--- config.mk ---
export PLATFORM = sky130hd
export DESIGN_NAME = mdll_refresh_ctrl
export DESIGN_NICKNAME = d
export VERILOG_FILES = /design/src/rtl/rfc_pkg.sv /design/src/rtl/rfc_edge_sync.sv /design/src/rtl/rfc_phase_seq.sv /design/src/rtl/rfc_edge_counter.sv /design/src/rtl/mdll_refresh_ctrl.sv
export SDC_FILE = /design/constraint.sdc
export NUM_CORES = 1
export LEC_CHECK = 0
export CORE_MARGIN = 2
export CORE_UTILIZATION = 46
export DETAILED_ROUTE_END_ITERATION = 12
export MAX_ROUTING_LAYER = met4
export PLACE_DENSITY = 0.73
export SYNTH_ARGS = -nofsm -noshare
export SYNTH_HDL_FRONTEND = slang
export SYNTH_SLANG_ARGS = --single-unit
--- constraint.sdc ---
create_clock -name clk_i -period 1.65 [get_ports clk_i]
set_input_delay 0.33 -clock clk_i [delete_from_list [all_inputs] [get_ports clk_i]]
set_output_delay 0.33 -clock clk_i [all_outputs]
set_load 0.01 [all_outputs]
--- src/rtl/rfc_pkg.sv ---
package rfc_pkg;
   localparam int unsigned NUM_CLK_IN = 3;
   localparam int unsigned IDX_REF    = 0;
   localparam int unsigned IDX_INT    = 1;
   localparam int unsigned IDX_OUT    = 2;

   typedef enum logic {
      PH_COMPARE = 1'b0,
      PH_REFRESH = 1'b1
   } phase_e;

   typedef struct packed {
      logic win;
      logic open;
      logic close;
   } win_evt_t;
endpackage

--- src/rtl/rfc_edge_sync.sv ---
module rfc_edge_sync #(
   parameter int unsigned STAGES = 2
) (
   input  logic clk_i,
   input  logic rst_ni,
   input  logic lvl_i,
   output logic rise_o
);
   logic [STAGES-1:0] chain_q;
   logic              last_q;

   always_ff @(posedge clk_i) begin
      if (!rst_ni) begin
         chain_q <= '0;
         last_q  <= 1'b0;
      end else begin
         chain_q[0] <= lvl_i;
         for (int k = 1; k < int'(STAGES); k++) begin
            chain_q[k] <= chain_q[k-1];
         end
         last_q <= chain_q[STAGES-1];
      end
   end

   assign rise_o = chain_q[STAGES-1] & ~last_q;
endmodule

--- src/rtl/rfc_phase_seq.sv ---
module rfc_phase_seq
   import rfc_pkg::*;
#(
   parameter int unsigned SAR_DLY = 2
) (
   input  logic     clk_i,
   input  logic     rst_ni,
   input  logic     ref_rise_i,
   input  logic     int_rise_i,
   output logic     sel_o,
   output logic     sar_clk_o,
   output win_evt_t win_o
);
   phase_e phase_q;
   logic   sel_q;
   logic   win_q;

   always_ff @(posedge clk_i) begin
      if (!rst_ni) begin
         phase_q <= PH_COMPARE;
         sel_q   <= 1'b0;
         win_q   <= 1'b0;
      end else begin
         if (ref_rise_i) begin
            phase_q <= (phase_q == PH_COMPARE) ? PH_REFRESH : PH_COMPARE;
            sel_q   <= (phase_q == PH_COMPARE);
         end else if (int_rise_i) begin
            sel_q <= 1'b0;
         end
         if (int_rise_i) begin
            win_q <= ~win_q;
         end
      end
   end

   generate
      if (SAR_DLY == 0) begin : g_sar_direct
         assign sar_clk_o = (phase_q == PH_COMPARE);
      end else begin : g_sar_delayed
         logic [SAR_DLY-1:0] pipe_q;
         always_ff @(posedge clk_i) begin
            if (!rst_ni) begin
               pipe_q <= '1;
            end else begin
               pipe_q[0] <= (phase_q == PH_COMPARE);
               for (int k = 1; k < int'(SAR_DLY); k++) begin
                  pipe_q[k] <= pipe_q[k-1];
               end
            end
         end
         assign sar_clk_o = pipe_q[SAR_DLY-1];
      end
   endgenerate

   assign sel_o       = sel_q;
   assign win_o.win   = win_q;
   assign win_o.open  = int_rise_i & ~win_q;
   assign win_o.close = int_rise_i & win_q;
endmodule

--- src/rtl/rfc_edge_counter.sv ---
module rfc_edge_counter
   import rfc_pkg::*;
#(
   parameter int unsigned CNT_W = 4
) (
   input  logic             clk_i,
   input  logic             rst_ni,
   input  win_evt_t         win_i,
   input  logic             out_rise_i,
   output logic [CNT_W-1:0] count_o,
   output logic             vld_o
);
   localparam logic [CNT_W-1:0] CNT_MAX = '1;

   logic [CNT_W-1:0] cnt_q;
   logic             vld_q;

   always_ff @(posedge clk_i) begin
      if (!rst_ni) begin
         cnt_q <= '0;
         vld_q <= 1'b0;
      end else begin
         if (win_i.open) begin
            cnt_q <= '0;
         end else if (win_i.win && out_rise_i && (cnt_q != CNT_MAX)) begin
            cnt_q <= cnt_q + 1'b1;
         end
         vld_q <= win_i.close;
      end
   end

   assign count_o = cnt_q;
   assign vld_o   = vld_q;
endmodule

--- src/rtl/mdll_refresh_ctrl.sv ---
module mdll_refresh_ctrl
   import rfc_pkg::*;
#(
   parameter int unsigned CNT_W       = 4,
   parameter int unsigned SYNC_STAGES = 2,
   parameter int unsigned SAR_DLY     = 2
) (
   input  logic             clk_i,
   input  logic             rst_ni,
   input  logic             ref_i,
   input  logic             int_i,
   input  logic             out_i,
   output logic             sel_o,
   output logic             sar_clk_o,
   output logic             cnt_win_o,
   output logic [CNT_W-1:0] count_o,
   output logic             count_vld_o
);
   generate
      if (CNT_W < 2 || CNT_W > 16) begin : g_bad_cnt_w
         $error("CNT_W must lie in 2..16");
      end
      if (SYNC_STAGES < 1 || SYNC_STAGES > 4) begin : g_bad_sync
         $error("SYNC_STAGES must lie in 1..4");
      end
      if (SAR_DLY > 8) begin : g_bad_sar_dly
         $error("SAR_DLY must not exceed 8");
      end
   endgenerate

   logic [NUM_CLK_IN-1:0] lvl;
   logic [NUM_CLK_IN-1:0] rise;
   win_evt_t              win;

   assign lvl[IDX_REF] = ref_i;
   assign lvl[IDX_INT] = int_i;
   assign lvl[IDX_OUT] = out_i;

   generate
      for (genvar g = 0; g < int'(NUM_CLK_IN); g++) begin : g_sync
         rfc_edge_sync #(.STAGES(SYNC_STAGES)) u_sync (
            .clk_i  (clk_i),
            .rst_ni (rst_ni),
            .lvl_i  (lvl[g]),
            .rise_o (rise[g])
         );
      end
   endgenerate

   rfc_phase_seq #(.SAR_DLY(SAR_DLY)) u_seq (
      .clk_i      (clk_i),
      .rst_ni     (rst_ni),
      .ref_rise_i (rise[IDX_REF]),
      .int_rise_i (rise[IDX_INT]),
      .sel_o      (sel_o),
      .sar_clk_o  (sar_clk_o),
      .win_o      (win)
   );

   rfc_edge_counter #(.CNT_W(CNT_W)) u_cnt (
      .clk_i      (clk_i),
      .rst_ni     (rst_ni),
      .win_i      (win),
      .out_rise_i (rise[IDX_OUT]),
      .count_o    (count_o),
      .vld_o      (count_vld_o)
   );

   assign cnt_win_o = win.win;
endmodule

* After elaboration in Yosys (flattened, before gate mapping)
Index checks and enable logic that the tools add are counted.
** Operators by class
- Add/subtract/negate cells :: 1
- Multipliers :: 0
- Div/mod/pow operators :: 0
- Magnitude comparators :: 0
- Equality and inequality tests :: 1
- Shift-type cells :: 0
- Mux-type cells :: 3
- Bitwise gates (word level) :: 11
- Reduce and logical (&&, ||, !) cells :: 4
** Operator list (count)
- $not A1 Y1 :: 6
- $and A1 B1 Y1 :: 5
- $add A4 B1 Y4 const B :: 1
- $ne A4 B4 Y1 const B :: 1
- $mux W1 :: 3
- $logic_and A1 B1 Y1 :: 2
- $reduce_bool A2 Y1 :: 1
- $reduce_or A2 Y1 :: 1
** Word-level totals
- Register bits after elaboration :: 19
- Bits in latches :: 0
- Bits in writable memories :: 0
- Memory bits (read-only) :: 0
- Output and inout port bits :: 8
- Memories :: 0

* Logic depth before layout (Yosys ltp)
Gate-level depths: netlist (run 1).
- Depth in word-level cells :: 4
- Depth in mapped cells :: 4
- Depth with buffers taken out :: 4

* Modules after synthesis
Synthesis (run 1) repeated with hierarchy kept, for this count alone.
** Second synthesis, totals
- Cells, all modules :: 62
- Area total of the unflattened synthesis :: 690.7 µm²
** By module, submodules not included
- rfc_edge_sync :: instances 3, cells an instance 7, area an instance 92.6 µm²
- rfc_edge_counter :: instances 1, cells an instance 24, area an instance 226.5 µm²
- rfc_phase_seq :: instances 1, cells an instance 17, area an instance 186.4 µm²

* Worst setup path after synthesis (run 1)
No wires, ideal clock.
- Path type :: flip-flop to flip-flop
- From :: reg u_cnt.cnt_q[0] (netlist: u_cnt.count_o[0])
- To :: reg u_cnt.cnt_q[1] (netlist: u_cnt.count_o[1])
- Setup time :: 71 ps
- Arrival :: 1225 ps
- Setup slack :: 354 ps
- Stages on the path, launching flop included :: 5
- Buffers on the path :: 0
- Period minus slack after synthesis :: 1296 ps
- Path through :: dfxtp_1 -> ha_1 -> and3_1 -> or3b_1 -> a21oi_1
** On the way
- Word-level cells in the longest chain between the ends :: 2
- Elaborated cells on any way between the ends :: 3
- Those cells by class :: add/sub (1); eq/ne (1); reduce/logical (1)
** Ends and longest elaborated chain
- start: declaration :: line rfc_edge_counter.sv:15 : logic [CNT_W-1:0] cnt_q;
- start signal: assignment :: line rfc_edge_counter.sv:26 : cnt_q <= cnt_q + 1'b1;
- branches (longest 2 deep; another with $add A4 B1 Y4)
Several ways; the timed one is not identified.
A chain may end at the register's enable or synchronous reset.

* Final worst setup path (run 1)
- From :: reg u_cnt.cnt_q[0] (netlist: u_cnt.count_o[0])
- To :: out count_o[0]
** RTL lines
- end: declaration :: line mdll_refresh_ctrl.sv:16 : output logic [CNT_W-1:0] count_o,
No word-level cell between the ends.

==> results_dict.tcl, run 1 <==
set metrics [dict create \
    cts_num_sinks 19 \
    cts_inserted_buffers 3 \
    tightest_slew_ns 0.436 \
    path_cells "clkdlybuf4s50_1" \
    powerDensity_nw_per_um2 931 \
    drive_gt1_share_pct 7.89 \
    top_layer "met4" \
    cp_num_cells 1 \
    cp-end-kind "output port" \
    insertion_delay_ns 0.30 \
    synth_area_leader_cell "dfxtp_1" \
    grt_overflow 0 \
    place.gp.congestion 0.726 \
    wl_met2_microns 451 \
    nets 83 \
    rr_endpoint "u_cnt.count_o[1]" \
    path_buf_inv 1 \
    ff2ff_setup_slack_ns 0.30 \
    async_flop_share_pct 0 \
    synth-edff-count 0 \
    ctsRootBufferMaster "clkbuf_4" \
    htree_levels 1 \
    grt_pass1_vias 419 \
    max_slew_margin_pct 70.6 \
    antenna_cells 0 \
    die-width_microns 41.2 \
    ys_seq_area_share_pct 59.8 \
    hold_violations 0 \
    start_util_pct 48.8 \
    cp_max_fo 5 \
    drc 0 \
    slew_violations 0 \
    arrival_ns 1.26 \
    regArea_sq_um 382 \
    setup_viol 0 \
    worst-r2r-cell-count 4 \
    min_period_over_period_pct 96.2 \
    worstSetupPathType "flip-flop to output port" \
    max_stage_delay_ns 0.56 \
    syn2layout_area_growth_pct 26.8 \
    vias 462 \
    synth_area_leaders "dfxtp_1 60%, and2_1 11%, a21oi_1 3.1%" \
    rows 13 \
    slowest_stage "clkdlybuf4s50_1" \
    worstHoldPathType "flip-flop to flip-flop" \
    synth.most_common_cell "dfxtp_1" \
    cts_buffer_depth 2 \
    cts_tree "built" \
    netlist_area_sq_um 636 \
    num_io_pins 13 \
    drt_pre_antenna_iters 1 \
    design.core.area_sq_um 1300 \
    drt_iter0_markers 0 \
    endpoint "count_o[0]" \
    cp.required_ns 1.32 \
    ys_types 21 \
    p_leak_nw 0.297 \
    synth-seq-cells 19 \
    synthTopCellsByCount "19 x dfxtp_1, 11 x and2_1, 4 x a21oi_1" \
    synthFlopType "dfxtp_1" \
    die_y_microns 41.2 \
    die_area_sq_um 1690 \
    hpwl_microns 687 \
    fillCellCount 118 \
    syn_nets 66 \
    post-route-min-period_ns 1.59 \
    wire_per_inst_microns 10.3 \
    r2r_start "u_cnt.count_o[0]" \
    grt_max_degree 12 \
    finClkSkew_ns 0.00838 \
    track_usage_pct 16.3 \
    ys_warn_count 0 \
    grt_pass1_wl_microns 1600 \
    antenna_left 0 \
    crit_path_start_kind "flip-flop" \
    synth_area_per_cell_sq_um 10.6 \
    multi_input_area_sq_um 248 \
    antenna_found_initial 0 \
    critPathTopFamily "buffers and inverters" \
    synth_top_area_share_pct 59.8 \
    io_buffers 12 \
    viasPerCell 5.08 \
    hold_buffers 0 \
    wl_met3_microns 62 \
    synth_cells 60 \
    drv_cap 0 \
    outcome "finished, final reports clean" \
    ir_worst_vdd_mv 0.624 \
    crit_start "u_cnt.count_o[0]" \
    finalSetupTns_ns 0 \
    max_freq_mhz 630 \
    clkTransAtPathRegs_ns 0.10 \
    power_uw 750 \
    met1_length_microns 401 \
    wl_microns 938 \
    rsz0062_at_grt "false" \
]
==> layout by cell type (no fill, tap or decap) <==
master	netlist	final
or3_1	3	3
nor2_1	1	1
and3_1	1	1
o21ai_0	3	3
dfxtp_1	19	18
nor3b_1	1	1
nand3b_2	1	1
inv_1	1	1
clkbuf_1	1	1
a21oi_1	4	4
nand3_1	1	1
a31oi_1	1	1
clkdlybuf4s50_1	0	12
nand2b_1	3	3
o31ai_1	2	2
xnor2_1	1	1
ha_1	1	1
o21a_1	1	1
buf_4	0	1
clkbuf_4	0	3
nand2_1	2	2
nor2b_1	1	1
or3b_1	1	1
dfxtp_2	0	1
and2_1	11	11
==> power breakdown <==
group / internal (mW) / leakage, nW / switching, mW
Clock: 0.0942 / 0.0150 / 0.132
Combinational: 0.0271 / 0.127 / 0.0165
Sequential: 0.473 / 0.156 / 0.00695
==> cell families (layout without fill, tap and decap cells) <==
family | count (synthesis) | after routing | share of synthesized area [%]
xor gates and xnor gates | 1 | 1 | 1.38
and+or+nand+nor | 26 | 26 | 25.6
adders and majority gates | 1 | 1 | 1.97
AOI/OAI and AO/OA | 11 | 11 | 10.0
buffers and inverters | 2 | 18 | 1.18
DFF | 19 | 19 | 59.8
==> through the flow <==
stage          setup slack (ns)  utilization (%)  cells  hold slack (ns)  instance area, sq um
5_1_grt                 0.00765             61.9     91            0.424                   806
6_report                 0.0634             61.9     91            0.391                   806
3_3_place_gp              0.320             59.8     87            0.380                   778
4_1_cts                  0.0563             61.9     91            0.406                   806
3_5_place_dp              0.312             59.8     87            0.384                   778
2_1_floorplan             0.354                -     60            0.367                   636
==> timing repair <==
action / in CTS / in global routing
hold endpoints to repair: 0 / 0
resized for setup: 1 / 0
setup buffers: 0 / 0
endpoints found under the setup margin: 1 / 0
==> layer usage <==
metal  vias up  GRT usage, %
met5         -             -
met4         0          9.68
met3         5          9.78
met2        12          26.2
met1       210          14.7
li1        235             -
==> layout make-up <==
cell class | instances | share of cell area, %
Multi-Input combinational cell | 39 | 30.7
Timing Repair Buffer | 13 | 15.8
Sequential cell | 19 | 47.4
Clock buffer | 4 | 3.26
Inverter | 1 | 0.466
Tap cell | 15 | 2.33
==> registers in the layout, indices dropped and copies added, names as in the netlist <==
register                    cells
u_seq.g_sar_delayed.pipe_q      2
g_sync.u_sync.chain_q           6
u_cnt.count_o                   4
u_seq.phase_q                   1
u_seq.sel_o                     1
u_cnt.vld_o                     1
g_sync.u_sync.last_q            3
u_seq.win_q                     1
==> how the worst min path moves through the flow <==
| stage | from | to | depth (start not counted) |
|---|---|---|---|
| after floorplan | u_seq.phase_q | u_seq.g_sar_delayed.pipe_q[0] | 1 |
| after global placement | u_seq.phase_q | u_seq.g_sar_delayed.pipe_q[0] | 1 |
| after detailed placement | u_seq.phase_q | u_seq.g_sar_delayed.pipe_q[0] | 1 |
| after CTS | u_seq.phase_q | u_seq.g_sar_delayed.pipe_q[0] | 1 |
| after global routing | u_seq.phase_q | u_seq.g_sar_delayed.pipe_q[0] | 1 |
| final | u_seq.phase_q | u_seq.g_sar_delayed.pipe_q[0] | 1 |
==> worst register-to-register path, cell delays in order, from the launching register on <==
cell and delay [ns]:
dfxtp_1 0.36, ha_1 0.21, and3_1 0.22, or3b_1 0.39
a21oi_1 0.12
Power figures use the tool's default switching activity.
==> run 2, diff against run 1 <==
--- a/config.mk
+++ b/config.mk
@@ -5,6 +5,7 @@
 export SDC_FILE = /design/constraint.sdc
 export NUM_CORES = 1
 export LEC_CHECK = 0
+export ABC_CLOCK_PERIOD_IN_PS = 1650
 export CORE_MARGIN = 2
 export CORE_UTILIZATION = 46
 export DETAILED_ROUTE_END_ITERATION = 12
==> results of run 2 <==
Final layout, timing and power as in run 1 (identical DEF).
